==> src/rtl/seg_scan_pkg.sv <==
package seg_scan_pkg;
    localparam int unsigned SEG_W   = 8;
    localparam int unsigned DP_BIT  = 7;
    typedef logic [SEG_W-1:0] seg_t;
    localparam seg_t SEG_DARK = '1;
endpackage

==> src/rtl/seg_phase_step.sv <==
module seg_phase_step #(
    parameter int unsigned PHASES = 8,
    localparam int unsigned PH_W  = $clog2(PHASES)
) (
    input  logic [PH_W-1:0] phase_i,
    input  logic            tick_i,
    output logic [PH_W-1:0] phase_o
);
    localparam logic [PH_W-1:0] LAST = PH_W'(PHASES - 1);

    always_comb begin
        phase_o = phase_i;
        if (tick_i) begin
            if (phase_i == LAST) phase_o = '0;
            else                 phase_o = phase_i + PH_W'(1);
        end
    end
endmodule

==> src/rtl/seg_digit_pick.sv <==
module seg_digit_pick #(
    parameter int unsigned NUM_DIGITS = 4,
    parameter int unsigned DIGIT_W    = 4,
    localparam int unsigned PH_W      = $clog2(2 * NUM_DIGITS),
    localparam int unsigned IDX_W     = PH_W - 1
) (
    input  logic [PH_W-1:0]               phase_i,
    input  logic [NUM_DIGITS*DIGIT_W-1:0] digits_i,
    output logic [DIGIT_W-1:0]            digit_o,
    output logic [NUM_DIGITS-1:0]         anode_n_o
);
    logic [IDX_W-1:0] idx;
    logic             blank;

    assign idx   = phase_i[PH_W-1:1];
    assign blank = phase_i[0];

    always_comb begin
        digit_o = '0;
        for (int k = 0; k < NUM_DIGITS; k++) begin
            if (idx == IDX_W'(k)) digit_o = digits_i[k*DIGIT_W +: DIGIT_W];
        end
    end

    for (genvar g = 0; g < NUM_DIGITS; g++) begin : g_anode
        localparam logic [IDX_W-1:0] POS = IDX_W'(g);
        assign anode_n_o[g] = !((idx == POS) && !blank);
    end
endmodule

==> src/rtl/seg_glyph_rom.sv <==
module seg_glyph_rom
    import seg_scan_pkg::*;
#(
    parameter int unsigned DIGIT_W = 4
) (
    input  logic [DIGIT_W-1:0] digit_i,
    output seg_t               seg_n_o
);
    always_comb begin
        case (int'(digit_i))
            0:       seg_n_o = 8'hC0;
            1:       seg_n_o = 8'hF9;
            2:       seg_n_o = 8'hA4;
            3:       seg_n_o = 8'hB0;
            4:       seg_n_o = 8'h99;
            5:       seg_n_o = 8'h92;
            6:       seg_n_o = 8'h82;
            7:       seg_n_o = 8'hF8;
            8:       seg_n_o = 8'h80;
            9:       seg_n_o = 8'h90;
            default: seg_n_o = SEG_DARK;
        endcase
    end
endmodule

==> src/rtl/seg_scan_top.sv <==
module seg_scan_top
    import seg_scan_pkg::*;
#(
    parameter int unsigned NUM_DIGITS = 4,
    parameter int unsigned DIGIT_W    = 4,
    localparam int unsigned PHASES    = 2 * NUM_DIGITS,
    localparam int unsigned PH_W      = $clog2(PHASES)
) (
    input  logic                          clk,
    input  logic                          rst,
    input  logic                          scan_tick,
    input  logic [NUM_DIGITS*DIGIT_W-1:0] digits_i,
    output logic [NUM_DIGITS-1:0]         anode_n_o,
    output logic [SEG_W-1:0]              seg_n_o
);
    typedef struct packed {
        logic [PH_W-1:0]       phase;
        logic [NUM_DIGITS-1:0] anode_n;
        seg_t                  seg_n;
    } scan_st_t;

    scan_st_t st_d, st_q;

    logic [PH_W-1:0]       phase_q;
    logic [PH_W-1:0]       phase_nx;
    logic [DIGIT_W-1:0]    cur_digit;
    logic [NUM_DIGITS-1:0] cur_anode_n;
    seg_t                  cur_seg_n;

    assign phase_q = st_q.phase;

    seg_phase_step #(.PHASES(PHASES)) u_step (
        .phase_i (phase_q),
        .tick_i  (scan_tick),
        .phase_o (phase_nx)
    );

    seg_digit_pick #(.NUM_DIGITS(NUM_DIGITS), .DIGIT_W(DIGIT_W)) u_pick (
        .phase_i   (phase_q),
        .digits_i  (digits_i),
        .digit_o   (cur_digit),
        .anode_n_o (cur_anode_n)
    );

    seg_glyph_rom #(.DIGIT_W(DIGIT_W)) u_rom (
        .digit_i (cur_digit),
        .seg_n_o (cur_seg_n)
    );

    always_comb begin
        st_d         = st_q;
        st_d.phase   = phase_nx;
        st_d.anode_n = cur_anode_n;
        st_d.seg_n   = cur_seg_n;
    end

    always_ff @(posedge clk) begin
        if (rst) begin
            st_q.phase   <= '0;
            st_q.anode_n <= '1;
            st_q.seg_n   <= SEG_DARK;
        end else begin
            st_q <= st_d;
        end
    end

    assign anode_n_o = st_q.anode_n;
    assign seg_n_o   = st_q.seg_n;
endmodule

==> config.mk <==
export PLATFORM = sky130hd
export DESIGN_NAME = seg_scan_top
export DESIGN_NICKNAME = d
export VERILOG_FILES = /design/src/rtl/seg_scan_pkg.sv /design/src/rtl/seg_phase_step.sv /design/src/rtl/seg_digit_pick.sv /design/src/rtl/seg_glyph_rom.sv /design/src/rtl/seg_scan_top.sv
export SDC_FILE = /design/constraint.sdc
export NUM_CORES = 1
export LEC_CHECK = 0
export BUFFER_PORTS_ARGS = -buffer_cell sky130_fd_sc_hd__buf_2
export CORE_MARGIN = 4
export CORE_UTILIZATION = 35
export DETAILED_ROUTE_END_ITERATION = 6
export GPL_TIMING_DRIVEN = 0
export PLACE_DENSITY = 0.71
export SKIP_LAST_GASP = 1
export SLEW_MARGIN = 10
export SYNTH_ARGS = -nofsm -noshare
export SYNTH_HDL_FRONTEND = slang
export SYNTH_HIERARCHICAL = 1
export SYNTH_SLANG_ARGS = --single-unit
==> constraint.sdc <==
create_clock -name clk -period 2.6 [get_ports clk]
set_input_delay 0.39 -clock clk [delete_from_list [all_inputs] [get_ports clk]]
set_output_delay 0.39 -clock clk [all_outputs]
set_load 0.01 [all_outputs]
# == After elaboration in Yosys (flattened, before gate mapping) ==
# Memory sizes are Yosys's and may differ from the RTL's. A register that Yosys moved wholly into a read port is not among the register bits.
# Index checks and enable logic that the tools add are counted.
# Widths: inputs -> output; s select.
# word_totals
in_bits,19
ff_bits,15
rom_bits,112
out_inout_bits,12
n_memories,1
# mem_list
name,words,width,rd,rd_clocked_by_memory_dff,write_ports,line_no,rtl
(no name shown),16,7,1,1,0,seg_glyph_rom.sv:10,case (int'(digit_i))
# op_classes
add_sub_neg,1
n_reduce_logical,10
n_eq_ne,4
mux,5
# op_table
operator,n
$mux 4,4
$logic_not 1->1,5
$eq 2x2->1 const B,2
$logic_and 1x1->1,4
$add 3x1->3 const B,1
$eq 3x3->1 const B,1
$mux 3,1
$eq 2x1->1 const B,1
$logic_not 2->1,1

# == Longest topological paths before layout ==
# depth
depth_word,5
ltp_mapped,8
ltp_nobuf,7

# == Hierarchy ==
# Netlist, hierarchy kept.
# by_module_without_submodules
mod,cells_each,seq_area_each_um2,instances,area_each_um2
seg_scan_top,31,300.3,1,412.9
seg_glyph_rom,33,0.0,1,211.5
seg_digit_pick,9,0.0,1,133.9
seg_phase_step,6,0.0,1,63.8

# == Least setup slack after synthesis ==
# Ideal clock, no wire load.
# synth_timing
path_type,register to register
from,"reg st_q, in the netlist phase_q[1]"
to,"reg, netlist name seg_n_o[3]"
arrival_ps,1775
t_required_ps,2480
synth_period_minus_slack_ps,1895
path_stages_with_launch,8
setup_time_ps,120
path_slack_ps,705
path_buffers,1
cell_sequence,dfxtp_1 > buf_6 > mux4_2 > ha_1 > or2_1 > a21oi_1 > nor2_1 > or2_1
# synth_via
elab_chain_cells,5
elab_cells_between_ends,8
cone_classes,eq/ne: 3; mux: 4; reduce/logical: 1
# synth_rtl
element,line_no,rtl
from (decl),seg_scan_top.sv:22,"scan_st_t st_d, st_q;"
from (signal assigned),seg_scan_top.sv:63,st_q <= st_d;
$logic_not 2->1,seg_digit_pick.sv:21,if (idx == IDX_W'(k)) digit_o = digits_i[k*DIGIT_W +: DIGIT_W];
$mux 4 (3 in series),seg_digit_pick.sv:21,
$mux 4 (*),seg_digit_pick.sv:21,
named net cur_digit[0],seg_scan_top.sv:26,logic [DIGIT_W-1:0] cur_digit;
# Mark *: on every way through the listed nets, which the timed path passes. The rest lies on a longest branch.
# A chain may end at the register's enable or synchronous reset.

# == Final worst setup path ==
# layout_timing
from,"reg st_q, in the netlist phase_q[1]"
to,"reg, netlist name seg_n_o[0]"
# layout_via
elab_chain_cells,5
elab_cells_between_ends,8
cone_classes,eq/ne: 3; mux: 4; reduce/logical: 1
# layout_rtl
element,line_no
$logic_not 2->1,seg_digit_pick.sv:21
$mux 4 (3 in series),seg_digit_pick.sv:21
$mux 4 (*),seg_digit_pick.sv:21
named net cur_digit[0],seg_scan_top.sv:26
# Marked as above.

==> flow_summary.toml <==
[clock_network]
clock-root-buffer = "clkbuf_4"
htreeDepth = 1
cts_resized = 0
clock_path_buffers = 2
clk_latency_ns = 0.28
clkTransAtPathRegs_ns = 0.09
post-cts-setup-buffers = 0
ctsHoldBuffers = 0
cts_buffers = 3
cts_sinks = 15
cts_tree = "yes"

[worst_setup_path]
worstSetupStartpointType = "flip-flop"
r2r_slack_ns = 0.59
path_cells = "buf_6 > mux4_2 > ha_1 > or2_1 > o21ai_0 > a21oi_1 > or2_1"
path_class = "flip-flop to flip-flop"
cp.required_ns = 2.77
crit_arrival_ns = 2.18
cp_common_cell = "or2_1"
crit_path_end_kind = "flip-flop"
cp_num_cells = 7
worst-path-buf-inv = 1
worstPathMaxFanout = 8
reg2regPathDepth = 7
cpPeakStageDelay_ns = 0.55
cp_top_family = "multiplexers"
slowest_stage = "mux4_2"

[route]
vias = 624
antenna_left = 0
via_per_inst = 4.426
wirelength_um = 1459
dr.pass1.iters = 3
drc_errors = 0
drt_iter0_markers = 6
detail_route.wl_per_cell_um = 10.35

[finish]
nFillCells = 228
synthToLayoutAreaGrowth_pct = 25.72
layout.nets = 140
final_util = 0.4627
diodes = 0
drive_gt1_frac = 0.4248
multi_input_area_um2 = 465.4
postLayoutCellArea_um2 = 1033
seq_area_um2 = 300.3

[synth]
syn_nets = 105
syn-cell-area_um2 = 822.0
ys_ff_latch = 15
syn_avg_cell_area_um2 = 10.41
synth-seq-area-share = 0.3653
synth_cells = 79
yosys_warnings = 6
synth.distinct_cells = 20

[floorplan]
fp.coreArea_um2 = 2233
rows = 17
initial_utilization = 0.3681
pin_count = 31
fp.dieW_um = 56.47
die_area_um2 = 3188
die_y_um = 56.47

[run_status]
outcome = "finished, final reports clean"

[sta]
fmax_mhz = 496.6
rsz0062_at_grt = "false"
post-route-period-util = 0.7745
hold_viol = 0
hold_ws_ns = 0.3783
setup_tns_ns = 0
timing.final.crit_period_ns = 2.014
slew_viol_final = 0
final-setup-viol-count = 0
clock_skew_ns = 0.008402
setup_slack_ns = 0.5864

[power]
leakage_nw = 0.4719
p_per_area_nw_per_um2 = 487.5
peakVddDrop_uv = 386.2

[placement]
place_congestion = 0.8713
dpl_cell_area_um2 = 1007
io_buffers = 30
place_ws_ns = 0.6083
hpwl_um = 1185

[global_routing]
grt_pass1_wl_um = 2401
grt_use_total = 0.09485
grt_max_degree = 11
antenna_found_initial = 0
grt_pass1_vias = 618
grt-ovfl-total = 0

[worst_hold_path]
min_path_type = "primary input to flip-flop"
holdPathStages = 2

[run]
cap_viol_max_count = 0
==> metrics by stage <==
stage               total power, mW  cells
global route                 0.5384    141
detailed placement           0.3830    137
finish                       0.5039    141
floorplan                    0.3430     79
global placement             0.3792    137
CTS                          0.5136    141
==> Yosys cell counts <==
library cell | n | share of area
a21oi_1 | 5 | 0.030
and2b_2 | 3 | 0.032
buf_4 | 1 | 0.0091
buf_6 | 3 | 0.041
conb_1 | 1 | 0.0046
dfxtp_1 | 15 | 0.37
ha_1 | 7 | 0.11
inv_1 | 4 | 0.018
mux2_2 | 2 | 0.027
mux2i_1 | 1 | 0.012
mux4_2 | 4 | 0.11
nand2_1 | 4 | 0.018
nand2b_1 | 3 | 0.023
nand3b_1 | 1 | 0.0091
nor2_1 | 3 | 0.014
nor3_4 | 1 | 0.020
o21ai_0 | 5 | 0.030
or2_1 | 13 | 0.099
or3_2 | 1 | 0.0091
or3b_1 | 2 | 0.021
==> flip-flops by register name (all words and copies together) (netlist names) <==
| name | flops |
|---|---|
| phase_q | 3 |
| anode_n_o | 4 |
| seg_n_o | 8 |
==> where the power goes <==
group,total [mW],internal (mW),switching [mW]
logic,0.124,0.0651,0.0593
registers,0.252,0.246,0.00598
clock network,0.127,0.0595,0.0677
total,0.504,0.371,0.133
==> logic make-up (layout without fill, tap and decap cells) <==
group                      after synthesis  count (layout)  synth area share
DFF                                     15              15            0.3653
buffers and inverters                    8              42           0.06849
AOI/OAI and AO/OA                       10              10           0.06087
muxes                                    7               7            0.1492
and+or+nand+nor                         31              31            0.2451
adders and majority gates                7               7            0.1065
other                                    1               1          0.004562
==> layer usage <==
layer  global-route usage  vias up  share of wire
met2               0.1848       19           0.53
met1              0.08924      273           0.40
met4              0.02034        0              0
li1                     -      332              -
met5                    0        -              0
met3              0.04138        0          0.076
==> worst reg2reg max path, cell delays in order, from the launching register on <==
cell and delay, ns:
dfxtp_1 0.37, buf_6 0.15, mux4_2 0.55, ha_1 0.21
or2_1 0.22, o21ai_0 0.09, a21oi_1 0.10, or2_1 0.21
==> path summary, 6_finish.rpt <==
check | endpoint | start
max | seg_n_o[0]$_SDFF_PP1_ | phase_q[1]$_SDFF_PP0_
min | anode_n_o[3]$_SDFF_PP1_ | rst
max reg2reg | seg_n_o[0]$_SDFF_PP1_ | phase_q[1]$_SDFF_PP0_
min reg2reg | anode_n_o[3]$_SDFF_PP1_ | phase_q[2]$_SDFF_PP0_
==> cell usage in the layout (no fill, tap or decap), types with 4 or more instances in the layout <==
cell type / netlist / final
a21oi_1: 5 / 5
or2_1: 13 / 13
mux4_2: 4 / 4
o21ai_0: 5 / 5
dfxtp_1: 15 / 15
buf_2: 0 / 30
inv_1: 4 / 4
ha_1: 7 / 7
nand2_1: 4 / 4
==> cell type report <==
class	count	share of cell area
Clock buffer	4	0.02542
Inverter	4	0.01453
Tap cell	28	0.03390
Sequential cell	15	0.2906
Multi-Input combinational cell	56	0.4504
Buffer	4	0.03995
Timing Repair Buffer	30	0.1453
Power figures use the tool's default switching activity.
